--- src/rtl/rli_pkg.sv ---
package rli_pkg;
  localparam int TGT_W = 9;   // target line width fixed by the register layout
  localparam int REG_W = 8;

  // Bit positions inside the control register
  localparam int CTL_STATUS   = 7;
  localparam int CTL_FRAME_DIS = 2;
  localparam int CTL_LINE_EN  = 1;
  localparam int CTL_TGT_HI   = 0;

  typedef struct packed {
    logic             ldCtrl;  // load control fields
    logic             ldLow;   // load target low byte
    logic [REG_W-1:0] data;    // payload for either load
  } rliStrobe_t;
endpackage

--- src/rtl/rli_ctrl.sv ---
module rli_ctrl
  import rli_pkg::*;
(
  input  logic             regWrEn,
  input  logic             regAddr,
  input  logic [REG_W-1:0] regWrData,
  input  logic [TGT_W-1:0] curTgt,
  input  logic             curLineEn,
  input  logic             curFrameDis,
  input  logic             curInt,
  output rliStrobe_t       strobe,
  output logic [REG_W-1:0] rdData
);
  always_comb begin
    strobe.ldCtrl = regWrEn && (regAddr == 1'b0);
    strobe.ldLow  = regWrEn && (regAddr == 1'b1);
    strobe.data   = regWrData;
  end

  always_comb begin
    rdData = '0;
    if (regAddr) begin
      rdData = curTgt[REG_W-1:0];
    end else begin
      rdData[CTL_STATUS]    = curInt;
      rdData[CTL_FRAME_DIS] = curFrameDis;
      rdData[CTL_LINE_EN]   = curLineEn;
      rdData[CTL_TGT_HI]    = curTgt[TGT_W-1];
    end
  end
endmodule

--- src/rtl/rli_datapath.sv ---
module rli_datapath
  import rli_pkg::*;
#(
  parameter int LINE_COUNT = 312,
  parameter int HPOS_W     = 10,
  parameter int H_WIN_LO   = 256,
  parameter int H_WIN_HI   = 319
) (
  input  logic              clk,
  input  logic              rstN,
  input  rliStrobe_t        strobe,
  input  logic [HPOS_W-1:0] hPos,
  input  logic [TGT_W-1:0]  vLine,
  input  logic              frameIrq,
  output logic [TGT_W-1:0]  curTgt,
  output logic              curLineEn,
  output logic              curFrameDis,
  output logic              intOut
);
  localparam logic [HPOS_W-1:0] WIN_LO    = HPOS_W'(H_WIN_LO);
  localparam logic [HPOS_W-1:0] WIN_HI    = HPOS_W'(H_WIN_HI);
  localparam logic [TGT_W-1:0]  LAST_LINE = TGT_W'(LINE_COUNT - 1);
  localparam logic [TGT_W:0]    LINE_LIM  = (TGT_W+1)'(LINE_COUNT);

  logic [TGT_W-1:0] prevTgt;
  logic tgtValid, inWindow, lineHit, frameHit;

  // Line whose trailing blank precedes the target, wrapping at frame end
  always_comb begin
    prevTgt  = (curTgt == '0) ? LAST_LINE : curTgt - 1'b1;
    tgtValid = {1'b0, curTgt} < LINE_LIM;
    inWindow = (hPos >= WIN_LO) && (hPos <= WIN_HI);
    lineHit  = curLineEn && tgtValid && (vLine == prevTgt) && inWindow;
    frameHit = frameIrq && !curFrameDis;
  end

  always_ff @(posedge clk or negedge rstN) begin
    if (!rstN) begin
      curTgt      <= '0;
      curLineEn   <= 1'b0;
      curFrameDis <= 1'b0;
      intOut      <= 1'b0;
    end else begin
      if (strobe.ldCtrl) begin
        curTgt[TGT_W-1] <= strobe.data[CTL_TGT_HI];
        curLineEn       <= strobe.data[CTL_LINE_EN];
        curFrameDis     <= strobe.data[CTL_FRAME_DIS];
      end
      if (strobe.ldLow) curTgt[REG_W-1:0] <= strobe.data;
      intOut <= lineHit || frameHit;
    end
  end

  AST_LINE_OFF_QUIET: assert property (@(posedge clk) disable iff (!rstN)
    (!curLineEn && !frameIrq) |=> !intOut);
  AST_FRAME_PASSES: assert property (@(posedge clk) disable iff (!rstN)
    (frameIrq && !curFrameDis) |=> intOut);
  AST_WRAP_FIRES: assert property (@(posedge clk) disable iff (!rstN)
    (curLineEn && curTgt == '0 && vLine == LAST_LINE && inWindow) |=> intOut);
  AST_RANGE_SILENT: assert property (@(posedge clk) disable iff (!rstN)
    ({1'b0, curTgt} >= LINE_LIM && !frameIrq) |=> !intOut);
endmodule

--- src/rtl/raster_line_irq.sv ---
module raster_line_irq
  import rli_pkg::*;
#(
  parameter int LINE_COUNT = 312,
  parameter int HPOS_W     = 10,
  parameter int H_WIN_LO   = 256,
  parameter int H_WIN_HI   = 319
) (
  input  logic              clk,
  input  logic              rstN,
  input  logic              regWrEn,
  input  logic              regAddr,
  input  logic [7:0]        regWrData,
  output logic [7:0]        regRdData,
  input  logic [HPOS_W-1:0] hPos,
  input  logic [8:0]        vLine,
  input  logic              frameIrq,
  output logic              intOut
);
  rliStrobe_t       strobe;
  logic [TGT_W-1:0] curTgt;
  logic             curLineEn, curFrameDis;

  rli_ctrl u_ctrl (
    .regWrEn     (regWrEn),
    .regAddr     (regAddr),
    .regWrData   (regWrData),
    .curTgt      (curTgt),
    .curLineEn   (curLineEn),
    .curFrameDis (curFrameDis),
    .curInt      (intOut),
    .strobe      (strobe),
    .rdData      (regRdData)
  );

  rli_datapath #(
    .LINE_COUNT (LINE_COUNT),
    .HPOS_W     (HPOS_W),
    .H_WIN_LO   (H_WIN_LO),
    .H_WIN_HI   (H_WIN_HI)
  ) u_dp (
    .clk         (clk),
    .rstN        (rstN),
    .strobe      (strobe),
    .hPos        (hPos),
    .vLine       (vLine),
    .frameIrq    (frameIrq),
    .curTgt      (curTgt),
    .curLineEn   (curLineEn),
    .curFrameDis (curFrameDis),
    .intOut      (intOut)
  );

  AST_INT_HAS_CAUSE: assert property (@(posedge clk) disable iff (!rstN)
    intOut |-> ($past(frameIrq) ||
               ($past(hPos) >= HPOS_W'(H_WIN_LO) && $past(hPos) <= HPOS_W'(H_WIN_HI))));
endmodule

--- config.mk ---
export PLATFORM = sky130hd
export DESIGN_NAME = raster_line_irq
export DESIGN_NICKNAME = d
export VERILOG_FILES = /design/src/rtl/rli_pkg.sv /design/src/rtl/rli_ctrl.sv /design/src/rtl/rli_datapath.sv /design/src/rtl/raster_line_irq.sv
export SDC_FILE = /design/constraint.sdc
export NUM_CORES = 1
export LEC_CHECK = 0
export ABC_CLOCK_PERIOD_IN_PS = 2150
export BUFFER_PORTS_ARGS = -buffer_cell sky130_fd_sc_hd__buf_4
export CORE_ASPECT_RATIO = 1.25
export CORE_MARGIN = 1.5
export CORE_UTILIZATION = 42
export CTS_CLUSTER_SIZE = 30
export DETAILED_ROUTE_END_ITERATION = 6
export GPL_TIMING_DRIVEN = 0
export PLACE_DENSITY_LB_ADDON = 0.2
export RECOVER_POWER = 50
export SKIP_CTS_REPAIR_TIMING = 1
export SYNTH_ARGS = -nofsm -noshare
export SYNTH_HDL_FRONTEND = slang
export SYNTH_SLANG_ARGS = --single-unit
--- constraint.sdc ---
create_clock -name clk -period 2.15 [get_ports clk]
set_clock_uncertainty 0.1 [all_clocks]
set_input_delay 0.645 -clock clk [delete_from_list [all_inputs] [get_ports clk]]
set_output_delay 0.645 -clock clk [all_outputs]
set_load 0.03 [all_outputs]
Yosys cells after proc, flatten, opt, wreduce, memory -nomap -nowiden --
Cells that the tools add are included.
Cells by class: equal/unequal tests 1, multiplexer cells 4, add/subtract/negate cells 1, reduce and logical (&&, ||, !) cells 10, bitwise logic cells 1, order comparisons 3
Operators by type and width (number):
- 10-bit by 9-bit >= comparator with 1-bit output (second input constant) | 1
- 10-bit by 9-bit <= comparator with 1-bit output (second input constant) | 1
- 9-bit == test | 1
- 9-bit logical NOT | 1
- 9-bit less-than comparator (second input constant) | 1
- 9-bit two-way mux | 1
- 9-bit by 1-bit subtractor with 9-bit output (second input constant) | 1
- 1-bit logical AND | 7
- 4-bit two-way mux | 1
- 3-bit two-way mux | 1
- 1-bit logical NOT | 1
- 1-bit logical OR | 1
- 1-bit two-way mux | 1
- 1-bit NOT | 1
Word-level totals: register bits 12, input port bits 32

Logic depth before layout (Yosys ltp) --
depth after elaboration 6, gate-level depth with buffers 8

Hierarchy --
Synthesis repeated with hierarchy kept, for this count alone.
Second synthesis, totals: cell total of the unflattened synthesis 112, area, all modules 1043.5 µm²
Modules (own cells, without submodules):
- rli_datapath | instances 1, cells each 93, area each 865.8 µm²
- rli_ctrl | instances 1, cells each 19, area each 177.7 µm²

Least setup slack after synthesis --
Ideal clock, no wire load.
kind reg2reg, start point register u_dp.curTgt[0], end point register u_dp.intOut, library setup time 0.067 ns, path slack 0.026 ns, clock period less this slack 2.124 ns, stages on the path, launching flop included 9, data arrival time 1.957 ns, buffers on the path 0, cell sequence dfrtp_1 -> inv_1 -> ha_1 -> nor3b_2 -> xnor2_1 -> a2111oi_2 -> a211oi_1 -> nor4_1 -> o221a_1
Between the ends: cells in the longest elaborated chain, start to end 6
Ends and longest elaborated chain:
- from (decl) | RTL line rli_datapath.sv:15 | output logic [TGT_W-1:0] curTgt,
- from (signal, indexed assignment) | RTL line rli_datapath.sv:45 | curTgt[TGT_W-1] <= strobe.data[CTL_TGT_HI];
- from (signal, indexed assignment) | RTL line rli_datapath.sv:49 | if (strobe.ldLow) curTgt[REG_W-1:0] <= strobe.data;
- 9-bit by 1-bit subtractor with 9-bit output or 9-bit logical NOT (tied branches) | RTL line rli_datapath.sv:30 | prevTgt = (curTgt == '0) ? LAST_LINE : curTgt - 1'b1;
- 9-bit two-way mux | RTL line rli_datapath.sv:30
- 9-bit == test | RTL line rli_datapath.sv:33 | lineHit = curLineEn && tgtValid && (vLine == prevTgt) && inWindow;
- 1-bit logical AND * (2 in a row) | RTL line rli_datapath.sv:33
- 1-bit logical OR * | RTL line rli_datapath.sv:50 | intOut <= lineHit || frameHit;
- to (signal assigned) | RTL line rli_datapath.sv:50
- to (decl) | RTL line rli_datapath.sv:18 | output logic intOut
Mark *: on every way between the ends. The rest lies on a longest branch, timed or not. A chain may end at the register's enable or synchronous reset.

Worst setup path after layout --
start point input port regAddr, end point output port regRdData[0]
Between the ends: cells in the longest elaborated chain, start to end 1
Ends and longest elaborated chain:
- from (decl) | RTL line raster_line_irq.sv:12 | input logic regAddr,
- 3-bit two-way mux | RTL line rli_ctrl.sv:22 | if (regAddr) begin
- to (decl) | RTL line raster_line_irq.sv:14 | output logic [7:0] regRdData,
Every way passes these cells.

==> impl.org <==
** Outcome
- The flow ran to the end, but the final reports show violations.
- The final reports fail on setup timing.

** Floorplanning
- The die is 56.7 um tall.
- Floorplan die width :: 46.0 um
- IO Pins :: 41
- For this configuration, the core starts out at a cell density of 0.443.
- Row cnt :: 19
- The floorplan step defined a die boundary enclosing 2600 um^2.
- In this run the standard cell core region covers 2190 um^2.

** Global routing
- The number of antenna violations at the first check in global routing is 0.
- The total overflow left after global routing is 0.
- Pin count of the biggest net entering global routing :: 13
- The first global-routing pass estimated 3820 um of wire.
- Overall routing resource usage :: 0.200
- The via count of the first global-routing pass came to 902.

** Yosys
- Mean Syn Cell Area :: 9.59 um^2
- Yosys attributes the largest share of cell area to sky130_fd_sc_hd__dfrtp_1 (31%), sky130_fd_sc_hd__mux2_2 (17%), sky130_fd_sc_hd__nor2b_1 (3.9%).
- Proportion of synthesized chip area in sequential cells :: 0.310
- Of all cell types, the one taking the most synthesized area is sky130_fd_sc_hd__dfrtp_1.
- Post-synthesis cell area :: 968 um^2
- Most used flip-flop cell after synthesis :: sky130_fd_sc_hd__dfrtp_1
- After synthesis the netlist holds a flip-flop and latch count of 12.
- Synth cell types :: 38
- The synthesized design contains 0 enable-type register cells.
- Post-synthesis net count :: 135
- Yosys printed 0 warnings.
- Post-synthesis cell count :: 101
- Async set or reset register ratio after synthesis :: 1.00
- Area share of the largest cell type after synthesis :: 0.310

** STA
- Hold Vio Cnt, Final :: 0
- For the pin with the worst max-slew slack, the measured transition is 0.626 ns.
- Worst setup margin :: -0.0949 ns
- Final setup violating endpoints :: 5
- Maximum clock frequency :: 445 MHz
- In this run the tightest slew margin relative to its limit is 0.583.
- Max-slew violation total from the final report :: 0
- In the finished design, the share of the clock period the worst path needs comes to 1.04.
- Setup repair after global routing missed its margin :: true
- Accumulated negative setup slack :: -0.404 ns
- Min cycle time layout :: 2.24 ns
- Hold is met by 0.253 ns.

** Critical path
- Flop-to-flop setup slack :: -0.04 ns
- The critical path is of the input port to output pin type.
- The worst register-to-register path begins at u_dp.curTgt[0].
- Nature of the critical path startpoint :: input port
- Arr. time, crit path :: 1.50 ns
- Critical path capture point type :: output pin
- In this run the worst path has a maximum fanout of 10.
- Critical path launch point :: regAddr
- The worst register-to-register path has a depth of 7.
- CP endpoint :: regRdData[0]
- The worst register-to-register path ends at u_dp.intOut.
- STA puts the critical path data required time at 1.40 ns.

** Clocking
- Cell at the root of the clock tree :: sky130_fd_sc_hd__clkbuf_4
- Clock tree synthesis inserted a total of 3 buffers.
- No sink is reached through more buffers than the 2 on the longest clock path.
- In this run the number of H-tree levels came out at 1.
- Clock sink count :: 12
- TritonCTS built the clock tree.
- After clock tree synthesis, the clock-pin slew on the worst setup and hold paths is 0.08 ns.
- Clock latency on the worst-skew pair :: 0.27 ns

** Drt
- Drt first pass iters :: 4
- The detail route stage leaves a number of antenna-violating nets equal to 0.
- DR DRC count :: 0
- Overall via count from detail_route :: 906
- Using the TritonRoute via totals, the vias-per-cell ratio works out to 5.30.
- Post-detailed-routing wire length :: 2280 um
- Routed wire length per instance :: 13.3 um
- The first routing iteration left 6 violations.

** Pwr
- The share of total power dissipated in the clock network is 0.209.
- Of the total power, the share spent switching nets is 0.360.
- Total leakage power :: 0.580 nW
- In this run the power density over the cells is 636 nW/um^2.
- The worst-case IR drop observed on VDD is 0.000572 V.
- The share of total power dissipated in sequential elements is 0.361.
- Internal power :: 0.000547 W
- The share of total power dissipated in combinational logic is 0.430.
- For this design the total switching power over the nets is 0.000308 W.
- Total power :: 0.000855 W

** Finish
- Of the cells placed in the final design, the portion with a size suffix greater than 1 is 0.471.
- Diode count :: 0
- With fillers left out, the area of the finished cells amounts to 1340 um^2.
- P&R area growth vs syn :: 38.8%
- The net count of the finished layout is 175.

** Placement
- Placed wire-length estimate after detailed placement :: 1800 um
- At the placement stage, the worst setup path has a slack of -0.374 ns.
- In this run the tool buffered the top-level ports with 33 buffer cells.
- Routability-driven placement finished with a final weighted congestion of 0.831.
- Post-place instance area :: 1250 um^2

** Run
- Max cap viols :: 0

** Min path
- The worst hold path belongs to the class input port to async pin.
-- critical path, cell delays in order --
cell                       delay (ns)
sky130_fd_sc_hd__clkbuf_1        0.30
sky130_fd_sc_hd__mux2_2          0.39
sky130_fd_sc_hd__buf_4           0.17
-- power by group through the flow --
stage                     clock network (W)  logic [W]  registers (W)
after floorplan                           0   0.000233       0.000299
after detailed placement                  0   0.000343       0.000311
after global routing               0.000194   0.000400       0.000315
after CTS                          0.000184   0.000345       0.000307
after global placement                    0   0.000335       0.000309
final                              0.000179   0.000368       0.000309
-- Yosys cell counts (2+ instances only) --
cell type                 count
sky130_fd_sc_hd__inv_1        4
sky130_fd_sc_hd__o21ai_0      4
sky130_fd_sc_hd__ha_1         2
sky130_fd_sc_hd__and2_1       4
sky130_fd_sc_hd__nor2_1       6
sky130_fd_sc_hd__dfrtp_1     12
sky130_fd_sc_hd__nand4_1      2
sky130_fd_sc_hd__nor3_1       2
sky130_fd_sc_hd__nand3_1      3
sky130_fd_sc_hd__and3_1       2
sky130_fd_sc_hd__nand2_1      5
sky130_fd_sc_hd__xnor2_1      4
sky130_fd_sc_hd__xor2_1       2
sky130_fd_sc_hd__mux2_2      15
sky130_fd_sc_hd__or3_1        2
sky130_fd_sc_hd__nor2b_1      6
sky130_fd_sc_hd__o22ai_1      2
sky130_fd_sc_hd__a21oi_1      4
-- registers in the layout, summed over array words and instances (netlist names) --
signal / flops
u_dp.intOut: 1
u_dp.curLineEn: 1
u_dp.curFrameDis: 1
u_dp.curTgt: 9
-- worst min-delay path by stage --
stage / startpoint / end / slack, ns
floorplan: rstN / u_dp.curFrameDis / 0.25
global placement: rstN / u_dp.curFrameDis / 0.39
detailed placement: rstN / u_dp.curTgt[3] / 0.39
CTS: rstN / u_dp.curTgt[3] / 0.09
global route: rstN / u_dp.curFrameDis / 0.30
finish: rstN / u_dp.curTgt[3] / 0.25
-- layout by cell type (no fill, tap or decap), types with 2 or more instances in the layout --
| cell | instances |
|---|---|
| sky130_fd_sc_hd__clkbuf_1 | 2 |
| sky130_fd_sc_hd__nand3_1 | 3 |
| sky130_fd_sc_hd__nand2_1 | 5 |
| sky130_fd_sc_hd__xor2_1 | 2 |
| sky130_fd_sc_hd__o22ai_1 | 2 |
| sky130_fd_sc_hd__o21ai_0 | 4 |
| sky130_fd_sc_hd__clkbuf_4 | 3 |
| sky130_fd_sc_hd__mux2_2 | 15 |
| sky130_fd_sc_hd__nand4_1 | 2 |
| sky130_fd_sc_hd__or3_1 | 2 |
| sky130_fd_sc_hd__nor2_1 | 6 |
| sky130_fd_sc_hd__buf_4 | 34 |
| sky130_fd_sc_hd__inv_1 | 3 |
| sky130_fd_sc_hd__dfrtp_1 | 11 |
| sky130_fd_sc_hd__nor4_2 | 2 |
| sky130_fd_sc_hd__and2_1 | 4 |
| sky130_fd_sc_hd__xnor2_1 | 3 |
| sky130_fd_sc_hd__nor2b_1 | 5 |
| sky130_fd_sc_hd__a21oi_1 | 4 |
| sky130_fd_sc_hd__nor3_1 | 2 |
-- area by class of cell --
class / count / area (um^2)
Sequential cell: 12 / 302
Fill cell: 207 / 843
Tap cell: 31 / 38.8
Buffer: 2 / 8.76
Multi-Input combinational cell: 83 / 684
Timing Repair Buffer: 35 / 259
Clock buffer: 4 / 36.3
Inverter: 4 / 15.0
-- metrics by stage --
| step | instances | util |
|---|---|---|
| 5_1_grt | 171 | 0.614 |
| 3_3_place_gp | 165 | 0.574 |
| 4_1_cts | 169 | 0.590 |
| 6_report | 171 | 0.614 |
| 2_1_floorplan | 101 | - |
| 3_5_place_dp | 165 | 0.574 |
-- metal layers --
metal | vias to the layer above | global-route usage | wire, um
met1 | 423 | 0.229 | 915
met5 | - | 0 | 0
met4 | 0 | 0.0857 | 42
met2 | 25 | 0.353 | 1220
li1 | 453 | - | -
met3 | 5 | 0.0193 | 97
-- cell families (layout without fill, tap and decap cells) --
| logic type | Yosys count | in the layout | share of synthesized area |
|---|---|---|---|
| and+or+nand+nor | 39 | 39 | 0.236 |
| AOI/OAI and AO/OA | 19 | 19 | 0.141 |
| muxes | 16 | 16 | 0.185 |
| DFF | 12 | 12 | 0.310 |
| xor gates and xnor gates | 7 | 7 | 0.0775 |
| buffers and inverters | 6 | 45 | 0.0245 |
| adders and majority gates | 2 | 2 | 0.0258 |
Power figures use the tool's default switching activity.
